==> src/rtl/xtrig_pkg.sv <==
package xtrig_pkg;
  typedef enum logic [1:0] {
    COND_LOW  = 2'b00,
    COND_HIGH = 2'b01,
    COND_FALL = 2'b10,
    COND_RISE = 2'b11
  } xtrig_cond_e;
endpackage

==> src/rtl/xtrig_sync.sv <==
module xtrig_sync #(
  parameter int STAGES = 2
) (
  input  logic clk,
  input  logic rst_n,
  input  logic din,
  output logic dout
);
  logic [STAGES-1:0] chain_q;
  logic [STAGES-1:0] chain_d;

  generate
    if (STAGES == 1) begin : g_one
      always_comb chain_d = din;
    end else begin : g_many
      always_comb chain_d = {chain_q[STAGES-2:0], din};
    end
  endgenerate

  always_ff @(posedge clk or negedge rst_n) begin
    if (!rst_n) chain_q <= '0;
    else        chain_q <= chain_d;
  end

  assign dout = chain_q[STAGES-1];
endmodule

==> src/rtl/xtrig_filter.sv <==
module xtrig_filter #(
  parameter int LEVEL_HOLD = 8,
  parameter int EDGE_HOLD  = 4
) (
  input  logic clk,
  input  logic rst_n,
  input  logic smp,
  input  logic clr,
  output logic level_hit,
  output logic edge_hit,
  output logic cur_val
);
  localparam int CW = $clog2(LEVEL_HOLD + 1);
  localparam logic [CW-1:0] LVL_LAST = CW'(LEVEL_HOLD - 1);
  localparam logic [CW-1:0] EDG_LAST = CW'(EDGE_HOLD - 1);
  localparam logic [CW-1:0] LVL_MAX  = CW'(LEVEL_HOLD);
  localparam logic [CW-1:0] EDG_MIN  = CW'(EDGE_HOLD);

  logic          prev_q, prev_d;
  logic [CW-1:0] run_q, run_d;
  logic          prior_ok_q, prior_ok_d;
  logic          same;

  always_comb begin
    same       = (smp == prev_q);
    prev_d     = smp;
    run_d      = run_q;
    prior_ok_d = prior_ok_q;
    if (clr) begin
      run_d      = '0;
      prior_ok_d = 1'b0;
    end else if (!same) begin
      run_d      = CW'(1);
      prior_ok_d = (run_q >= EDG_MIN);
    end else if (run_q != LVL_MAX) begin
      run_d      = run_q + CW'(1);
    end
  end

  always_ff @(posedge clk or negedge rst_n) begin
    if (!rst_n) begin
      prev_q     <= 1'b0;
      run_q      <= '0;
      prior_ok_q <= 1'b0;
    end else begin
      prev_q     <= prev_d;
      run_q      <= run_d;
      prior_ok_q <= prior_ok_d;
    end
  end

  assign level_hit = !clr && same && (run_q == LVL_LAST);
  assign edge_hit  = !clr && same && prior_ok_q && (run_q == EDG_LAST);
  assign cur_val   = smp;
endmodule

==> src/rtl/xtrig_match.sv <==
module xtrig_match
  import xtrig_pkg::*;
(
  input  logic        enable,
  input  logic [1:0]  cond_sel,
  input  logic        level_hit,
  input  logic        edge_hit,
  input  logic        cur_val,
  output logic        hit
);
  xtrig_cond_e cond;
  logic        raw;

  always_comb begin
    cond = xtrig_cond_e'(cond_sel);
    unique case (cond)
      COND_LOW:  raw = level_hit && !cur_val;
      COND_HIGH: raw = level_hit &&  cur_val;
      COND_FALL: raw = edge_hit  && !cur_val;
      COND_RISE: raw = edge_hit  &&  cur_val;
      default:   raw = 1'b0;
    endcase
    hit = enable && raw;
  end
endmodule

==> src/rtl/xtrig_qualifier.sv <==
module xtrig_qualifier #(
  parameter int SYNC_STAGES = 2,
  parameter int LEVEL_HOLD  = 8,
  parameter int EDGE_HOLD   = 4
) (
  input  logic       clk,
  input  logic       rst_n,
  input  logic       trig_pin,
  input  logic       trig_en,
  input  logic [1:0] cond_sel,
  input  logic       cond_wr,
  input  logic       sw_wr,
  input  logic       sw_val,
  input  logic       seq_done,
  output logic       start_pulse,
  output logic       start_bit
);
  logic pin_s;
  logic level_hit, edge_hit, cur_val;
  logic hw_req;
  logic pulse_q, pulse_d;
  logic start_q, start_d;

  xtrig_sync #(.STAGES(SYNC_STAGES)) u_sync (
    .clk  (clk),
    .rst_n(rst_n),
    .din  (trig_pin),
    .dout (pin_s)
  );

  xtrig_filter #(.LEVEL_HOLD(LEVEL_HOLD), .EDGE_HOLD(EDGE_HOLD)) u_filt (
    .clk      (clk),
    .rst_n    (rst_n),
    .smp      (pin_s),
    .clr      (cond_wr),
    .level_hit(level_hit),
    .edge_hit (edge_hit),
    .cur_val  (cur_val)
  );

  xtrig_match u_match (
    .enable   (trig_en),
    .cond_sel (cond_sel),
    .level_hit(level_hit),
    .edge_hit (edge_hit),
    .cur_val  (cur_val),
    .hit      (hw_req)
  );

  always_comb begin
    pulse_d = hw_req && !sw_wr;
    if (sw_wr)         start_d = sw_val;
    else if (hw_req)   start_d = 1'b1;
    else if (seq_done) start_d = 1'b0;
    else               start_d = start_q;
  end

  always_ff @(posedge clk or negedge rst_n) begin
    if (!rst_n) begin
      pulse_q <= 1'b0;
      start_q <= 1'b0;
    end else begin
      pulse_q <= pulse_d;
      start_q <= start_d;
    end
  end

  assign start_pulse = pulse_q;
  assign start_bit   = start_q;
endmodule

==> config.mk <==
export PLATFORM = sky130hd
export DESIGN_NAME = xtrig_qualifier
export DESIGN_NICKNAME = d
export VERILOG_FILES = /design/src/rtl/xtrig_pkg.sv /design/src/rtl/xtrig_sync.sv /design/src/rtl/xtrig_filter.sv /design/src/rtl/xtrig_match.sv /design/src/rtl/xtrig_qualifier.sv
export SDC_FILE = /design/constraint.sdc
export NUM_CORES = 1
export LEC_CHECK = 0
export BUFFER_PORTS_ARGS = -buffer_cell sky130_fd_sc_hd__buf_2
export CORE_AREA = 2 2 39 41
export CTS_CLUSTER_DIAMETER = 30
export DETAILED_ROUTE_END_ITERATION = 10
export DIE_AREA = 0 0 41 43
export PLACE_DENSITY = 0.53
export SLEW_MARGIN = 20
export SYNTH_ARGS = -nofsm -noshare
export SYNTH_HDL_FRONTEND = slang
export SYNTH_SLANG_ARGS = --single-unit
export TNS_END_PERCENT = 10
==> constraint.sdc <==
create_clock -name clk -period 1.95 [get_ports clk]
set_input_delay 0.39 -clock clk [delete_from_list [all_inputs] [get_ports clk]]
set_output_delay 0.39 -clock clk [all_outputs]
set_load 0.02 [all_outputs]
==> results of run 1 <==
area by class of cell:
class,instances,area share
sequential,10,0.434
inverter,2,0.0130
tap,16,0.0347
timing repair buffer,12,0.113
multi-input combinational,27,0.343
clock buffer,4,0.0629
Yosys cell counts:
library cell  number
nor2b_1            1
nand3_1            1
mux2i_1            1
nand3b_1           1
xor2_1             2
o31ai_2            1
inv_1              2
nand4_1            1
nand2_1            2
mux2_2             1
a22oi_1            1
xnor2_2            1
xnor2_1            2
a21oi_1            1
ha_1               2
dfrtp_1           10
nand2b_2           1
nor3_1             3
nor2_1             5
worst register-to-register path, stage by stage, from the launching register on:
cell and delay, ns:
dfrtp_1 0.41, inv_1 0.06, ha_1 0.20, nand3b_1 0.16
mux2i_1 0.20, nor2_1 0.05
state kept, by name (all words and copies together) (netlist names):
register and flops:
u_filt.prev_q 1, u_filt.prior_ok_q 1, u_sync.chain_q 2, start_bit 1, start_pulse 1, u_filt.run_q 4
metal layers:
layer	GRT usage	vias up	part of all wire
met2	0.163	10	0.47
met4	0.0600	0	0
li1	-	163	-
met5	0	-	0
met1	0.155	158	0.47
met3	0.0314	0	0.054
what timing repair did:
action | 4_1_cts | 5_1_grt
gates resized for setup | 0 | 0
endpoints found under the hold margin | 10 | 0
hold buffers | 1 | 0
worst max path at each step:
| stage | start | endpoint | slack, ns | cells after the start |
|---|---|---|---|---|
| finish | u_filt.run_q[0] | u_filt.run_q[1] | 0.76 | 5 |
| floorplan | u_filt.run_q[0] | u_filt.run_q[1] | 0.86 | 5 |
| global route | u_filt.run_q[0] | u_filt.run_q[1] | 0.67 | 5 |
| detailed placement | u_filt.run_q[0] | u_filt.run_q[1] | 0.79 | 5 |
| CTS | start_bit | start_bit | 0.76 | 1 |
| global placement | u_sync.chain_q[1] | start_bit | 0.80 | 3 |
cells by family (layout without fill, tap and decap cells):
group,count (synthesis),in the layout,synth area share
buffers and inverters,2,18,0.0165
AND/OR/NAND/NOR,15,15,0.165
multiplexers,2,2,0.0467
flip-flops,10,10,0.549
adder cells (fa/ha/maj),2,2,0.0549
XOR/XNOR,5,5,0.113
AO/OA/AOI/OAI,3,3,0.0549
metrics by stage:
step / area, µm² / instances / power, mW
after floorplan: 455 / 39 / 0.258
after global placement: 531 / 66 / 0.279
after detailed placement: 531 / 66 / 0.281
after CTS: 577 / 71 / 0.468
after global routing: 577 / 71 / 0.486
final: 577 / 71 / 0.465
power by group:
| group | leakage, nW | switching (mW) | internal [mW] | total [mW] |
|---|---|---|---|---|
| clock | 0.0210 | 0.0736 | 0.113 | 0.187 |
| sequential | 0.129 | 0.00833 | 0.217 | 0.225 |
| combinational | 0.133 | 0.0266 | 0.0257 | 0.0523 |
==> metrics.txt, run 1 <==
initial drt markers=7; P per Cell Area=805 nW/µm²; synthesis warning total=0; Pre-antenna DRT Iters=3; R2R depth=5; syn_area_per_cell=11.7 µm²; worst hold-check path type=in2reg; syn nets=51; WL per Instance=11.2 µm; critical path cell sequence=inv_1, ha_1, nand3b_1, mux2i_1, nor2_1; FMAX=843 MHz; fin util=0.417; Core ar.=1380 µm²; Die Area=1760 µm²; CTS sink count=10; Setup TNS=0 ns; DR vias=331; worst r2r src=u_filt.run_q[0]; register area share after synthesis=0.549; die width=41 µm; number of H-tree levels=1; Detail Route Antenna Nets=0; commonest non-fill, non-tap cell in the layout=buf_2; post-synth cell types=19; top cell family by delay on the critical path=flip-flops; max cap viols=0; setup bufs post-CTS=0; RSZ-0062 raised after global routing=no; leakage power=0.283 nW; outcome=complete, no violations; period utilization=0.609; CP peak stage delay=0.41 ns; kind of critical path=reg2reg; hold depth=1; layout cell share with drive strength beyond 1=0.345; CP Max Fanout=4; Die H=43 µm; worst skew pair latency=0.26 ns; Max-slew headroom=0.835; Critical Path Slowest Stage Cell=dfrtp_1; cell taking the most area after synthesis=dfrtp_1; initial antenna violation count=0; GR Util All Layers=0.115; WHS Endpoint=u_sync.chain_q[0]; largest net degree at the start of global routing=11; ant diodes=0; HP Start=trig_pin; first-pass GRT wire length=1350 µm; clock skew=0.00764 ns; Synth Cell Area=455 µm²; synthesis-to-finish area growth=26.6%; register area=250 µm²; # IOs=12; CTS buffer count=3; Critical Path RT=2.11 ns; Final Setup Violations=0; Critical Path Sink Type=register; Multi-input gate area=198 µm²; CP arrival=1.35 ns; clock slew at reported path FFs=0.07 ns; number of global-route vias before repair=331; fin crit period=1.19 ns; area share of the largest cell type after synthesis=0.549; FF-to-FF setup slack=0.76 ns; most frequent cells in the layout=11 x buf_2, 10 x dfrtp_1, 5 x nor2_1; Final Hold Vio Count=0; worst hold slack=0.233 ns; worst slew pin tran=0.247 ns; FF-to-FF End=u_filt.run_q[1]; Clk Tree Root Cell=clkbuf_4; Slew Viols, Final=0; drt total wl=793 µm; Starting Density=0.329; CP startpoint kind=register; row count=14; DRC violations left=0; worst vdd ir=0.340 mV; number of synthesized register bits=10; CTS max path bufs=2; Nets=68; Via-to-Cell Ratio=4.66; CTS tree=yes; # fillers=147; grt ovf=0; Synth area leaders=dfrtp_1 55%, ha_1 5.5%, nor2_1 4.1%; pre-CTS WS=0.789 ns; Cells after Synth=39; Final WS setup=0.763 ns; # port buffers=11; GP Congestion=0.693; Buf+Inv Stages, Crit Path=1
No activity file was read; power rests on OpenSTA's default activity.
==> run 2, diff against run 1 <==
--- a/config.mk
+++ b/config.mk
@@ -10,7 +10,7 @@
 export CTS_CLUSTER_DIAMETER = 30
 export DETAILED_ROUTE_END_ITERATION = 10
 export DIE_AREA = 0 0 41 43
-export PLACE_DENSITY = 0.53
+export PLACE_DENSITY = 0.55
 export SLEW_MARGIN = 20
 export SYNTH_ARGS = -nofsm -noshare
 export SYNTH_HDL_FRONTEND = slang
==> constraint.sdc (replaced) <==
create_clock -name clk -period 1.09 [get_ports clk]
set_input_delay 0.218 -clock clk [delete_from_list [all_inputs] [get_ports clk]]
set_output_delay 0.218 -clock clk [all_outputs]
set_load 0.02 [all_outputs]
==> metrics.txt, run 2 (synthesized netlist as in run 1, its figures left out) <==
outcome=finished with violations; violated checks=negative setup slack; clock skew=0.000216 ns; CP startpoint kind=register; # IOs=12; number of H-tree levels=1; Final WS setup=-0.0905 ns; Critical Path RT=1.28 ns; layout cell share with drive strength beyond 1=0.516; worst vdd ir=0.725 mV; max cap viols=0; Placed Area=563 µm²; HP Start=trig_pin; ant diodes=0; Non-Filler Instances=78; fin crit period=1.18 ns; commonest non-fill, non-tap cell in the layout=buf_2; CP Max Fanout=3; Final Setup Violations=4; CTS buffer count=3; synthesis-to-finish area growth=48.4%; leakage power=0.331 nW; Slew Viols, Final=0; worst slew pin tran=0.250 ns; CTS sink count=10; Die Area=1760 µm²; worst skew pair latency=0.26 ns; flip-flop count of the largest register after layout=4; post-DP HPWL=623 µm; initial drt markers=4; post-route cell area=676 µm²; Nets=75; P per Cell Area=1290 nW/µm²; Starting Density=0.329; row count=14; FF-to-FF setup slack=-0.09 ns; worst hold-check path type=in2reg; Max-slew headroom=0.833; CTS tree=yes; Clk Tree Root Cell=clkbuf_4; Die H=43 µm; Critical Path Sink Type=register; CP arrival=1.37 ns; CTS max path bufs=2; fin util=0.488; GP Congestion=0.706; Via-to-Cell Ratio=4.55; first-pass GRT wire length=1320 µm; worst r2r src=u_filt.run_q[1]; Post-Place Cells=70; Final Hold Vio Count=0; die width=41 µm; largest net degree at the start of global routing=11; initial antenna violation count=0; Setup crit start=u_filt.run_q[1]; # port buffers=11; Top Registers=u_filt.run_q: 4 flops, u_sync.chain_q: 2 flops; clock slew at reported path FFs=0.07 ns; drt total wl=896 µm; period utilization=1.08; Pre-antenna DRT Iters=2; WL per Instance=11.5 µm; number of global-route vias before repair=333; Largest Register=u_filt.run_q; Detail Route Antenna Nets=0; grt ovf=0; Core ar.=1380 µm²; RSZ-0062 raised after global routing=yes; GR Util All Layers=0.118; DRC violations left=0; most frequent cells in the layout=11 x buf_2, 9 x dfrtp_1, 6 x buf_4; FMAX=847 MHz; kind of critical path=reg2reg; DR vias=355
## run 2: power by group
part	leakage, nW	internal (mW)	switching, mW
clock	0.0210	0.203	0.131
combinational	0.182	0.0748	0.0604
sequential	0.128	0.389	0.0134
total	0.331	0.667	0.205
## run 2: metrics by stage
stage / hold WS, ns / power, mW / setup slack [ns] / TNS, ns
after floorplan: -0.0776 / 0.462 / 0.00628 / 0
after global placement: 0.0877 / 0.515 / -0.0648 / -0.102
after detailed placement: 0.0894 / 0.515 / -0.0718 / -0.146
after CTS: 0.0457 / 0.865 / -0.0803 / -0.216
after global routing: 0.0404 / 0.912 / -0.143 / -0.443
final: 0.0553 / 0.871 / -0.0905 / -0.213
## run 2: cell type report
type	instances	area [µm²]
timing repair buffer	19	121
sequential	10	251
clock buffer	4	36.3
multi-input combinational	27	239
tap	16	20.0
inverter	2	7.51
fill	134	708
## run 2: worst max-delay path, stage by stage (launching register included)
cell and delay, ns:
dfrtp_1 0.38, inv_1 0.06, ha_2 0.15, nand3b_1 0.17, xnor2_2 0.19, a21oi_1 0.15
## run 2: worst paths after layout
path	to	cells after the start
worst min register to register	u_sync.chain_q[1]	0
worst max register to register	u_filt.run_q[0]	5
max in group asynchronous	u_sync.chain_q[1]	2
worst max-delay path	u_filt.run_q[0]	5
worst min-delay path	u_sync.chain_q[0]	1
min in group asynchronous	u_filt.run_q[3]	2
## run 2: layer usage
layer	up-vias	GRT usage	wire length, µm
met4	0	0.100	19
li1	179	-	-
met5	-	0	0
met1	161	0.150	379
met3	2	0.0157	59
met2	13	0.166	439
## run 2: timing repair
| item | CTS | global route |
|---|---|---|
| pin swaps | 3 | 5 |
| hold buffers | 1 | 0 |
| resized for setup | 0 | 9 |
| endpoints found under the setup margin | 5 | 6 |
| endpoints found under the hold margin | 10 | 0 |
| buffers inserted | 3 | 0 |
==> run 3, diff against run 2 <==
--- a/config.mk
+++ b/config.mk
@@ -5,7 +5,7 @@
 export SDC_FILE = /design/constraint.sdc
 export NUM_CORES = 1
 export LEC_CHECK = 0
-export BUFFER_PORTS_ARGS = -buffer_cell sky130_fd_sc_hd__buf_2
+export BUFFER_PORTS_ARGS = -buffer_cell sky130_fd_sc_hd__buf_4
 export CORE_AREA = 2 2 39 41
 export CTS_CLUSTER_DIAMETER = 30
 export DETAILED_ROUTE_END_ITERATION = 10
==> metrics.txt, run 3 (synthesized netlist as in run 1, its figures left out) <==
flip-flop count of the largest register after layout=4; # IOs=12; WL per Instance=10.9 µm; Critical Path RT=1.24 ns; Non-Filler Instances=74; Comb pwr share=0.153; worst hold slack=0.0648 ns; ant diodes=0; clock skew=0.00567 ns; max cap viols=0; violated checks=negative setup slack; Net Switching=0.178 mW; GR Util All Layers=0.126; Final Setup Violations=3; DR vias=334; CTS tree=yes; most frequent cells in the layout=15 x buf_4, 10 x dfrtp_1, 5 x nor2_1; Die H=43 µm; pre-CTS WS=-0.0692 ns; Post-Place Cells=70; FMAX=860 MHz; CP peak stage delay=0.41 ns; die width=41 µm; Via-to-Cell Ratio=4.51; outcome=finished with violations; leakage power=0.302 nW; critical path cell sequence=inv_1, ha_2, nand3b_1, xnor2_1, a21oi_1; internal power=0.584 mW; post-DP HPWL=639 µm; CP arrival=1.31 ns; initial antenna violation count=0; first-pass GRT wire length=1370 µm; Net Sw Frac=0.234; CTS sink count=10; HP Start=trig_pin; worst hold-check path type=in2reg; Clk Tree Root Cell=clkbuf_4; FF-to-FF setup slack=-0.07 ns; Final Hold Vio Count=0; RSZ-0062 raised after global routing=yes; fin crit period=1.16 ns; WHS Endpoint=u_sync.chain_q[0]; row count=14; R2R depth=5; Critical Path Sink Type=register; sequential power share=0.529; Top Registers=u_filt.run_q: 4 flops, u_sync.chain_q: 2 flops; Setup crit start=u_filt.run_q[1]; # port buffers=11; worst slew pin tran=0.210 ns; Final WS setup=-0.0735 ns; FF-to-FF End=u_filt.run_q[0]; drt total wl=804 µm; GP Congestion=0.652; Max-slew headroom=0.859; worst vdd ir=0.745 mV; kind of critical path=reg2reg; grt ovf=0; Core ar.=1380 µm²; synthesis-to-finish area growth=37.9%; number of H-tree levels=1; DRC violations left=0; post-route cell area=628 µm²; Starting Density=0.329; CP Max Fanout=4; Nets=72; number of global-route vias before repair=340; Pre-antenna DRT Iters=4; hold depth=1; Die Area=1760 µm²; clock slew at reported path FFs=0.06 ns; Detail Route Antenna Nets=0; period utilization=1.07; setup bufs post-CTS=0; clock share of power=0.317; Slew Viols, Final=0; Critical Path Slowest Stage Cell=dfrtp_1; commonest non-fill, non-tap cell in the layout=buf_4; P per Cell Area=1210 nW/µm²; CTS buffer count=3; CTS max path bufs=2; worst skew pair latency=0.26 ns; CP startpoint kind=register; initial drt markers=2; Placed Area=591 µm²; largest net degree at the start of global routing=11; worst r2r src=u_filt.run_q[1]; layout cell share with drive strength beyond 1=0.414; Largest Register=u_filt.run_q
-- run 3: routing by layer --
layer	global-route usage	wire length, µm	up-vias
li1	-	-	171
met1	0.165	371	146
met2	0.159	359	15
met3	0.0471	54	2
met4	0.100	18	0
met5	0	0	-
-- run 3: area by class of cell --
class,count,area [µm²]
multi-input combinational,27,205
tap,16,20.0
timing repair buffer,16,123
clock buffer,3,22.5
inverter,2,7.51
sequential,10,250
fill,126,756
-- run 3: power by group through the flow --
stage	logic, mW	registers [mW]	clock network, mW
floorplan	0.0506	0.411	0
global placement	0.115	0.410	0
detailed placement	0.115	0.410	0
CTS	0.119	0.403	0.256
global route	0.131	0.406	0.281
finish	0.117	0.403	0.242
-- run 3: metrics by stage --
step	power, mW	util	TNS (ns)
2_1_floorplan	0.462	-	0
3_3_place_gp	0.524	0.427	-0.0940
3_5_place_dp	0.526	0.427	-0.119
4_1_cts	0.779	0.450	-0.142
5_1_grt	0.818	0.454	-0.576
6_report	0.762	0.454	-0.121
-- run 3: critical path, delay by kind of cell, from the launching register on --
family | cells | cell delay (ns)
fa+ha+maj | 1 | 0.15
flops | 1 | 0.41
simple gates | 1 | 0.14
xor+xnor | 1 | 0.19
buf+inv | 1 | 0.08
compound gates | 1 | 0.08
-- run 3: worst max-delay path by stage --
stage,end,slack (ns),depth (start not counted)
after floorplan,u_filt.run_q[1],0.006,5
after global placement,u_filt.run_q[0],-0.07,5
after detailed placement,u_filt.run_q[0],-0.07,5
after CTS,u_filt.run_q[0],-0.09,5
after global routing,u_filt.run_q[0],-0.20,5
final,u_filt.run_q[0],-0.07,5
-- run 3: what timing repair did --
| item | 4_1_cts | 5_1_grt |
|---|---|---|
| resized for setup | 0 | 1 |
| pin swaps | 1 | 0 |
| endpoints found under the setup margin | 3 | 7 |
| endpoints found under the hold margin | 10 | 0 |
| hold buffers | 1 | 0 |
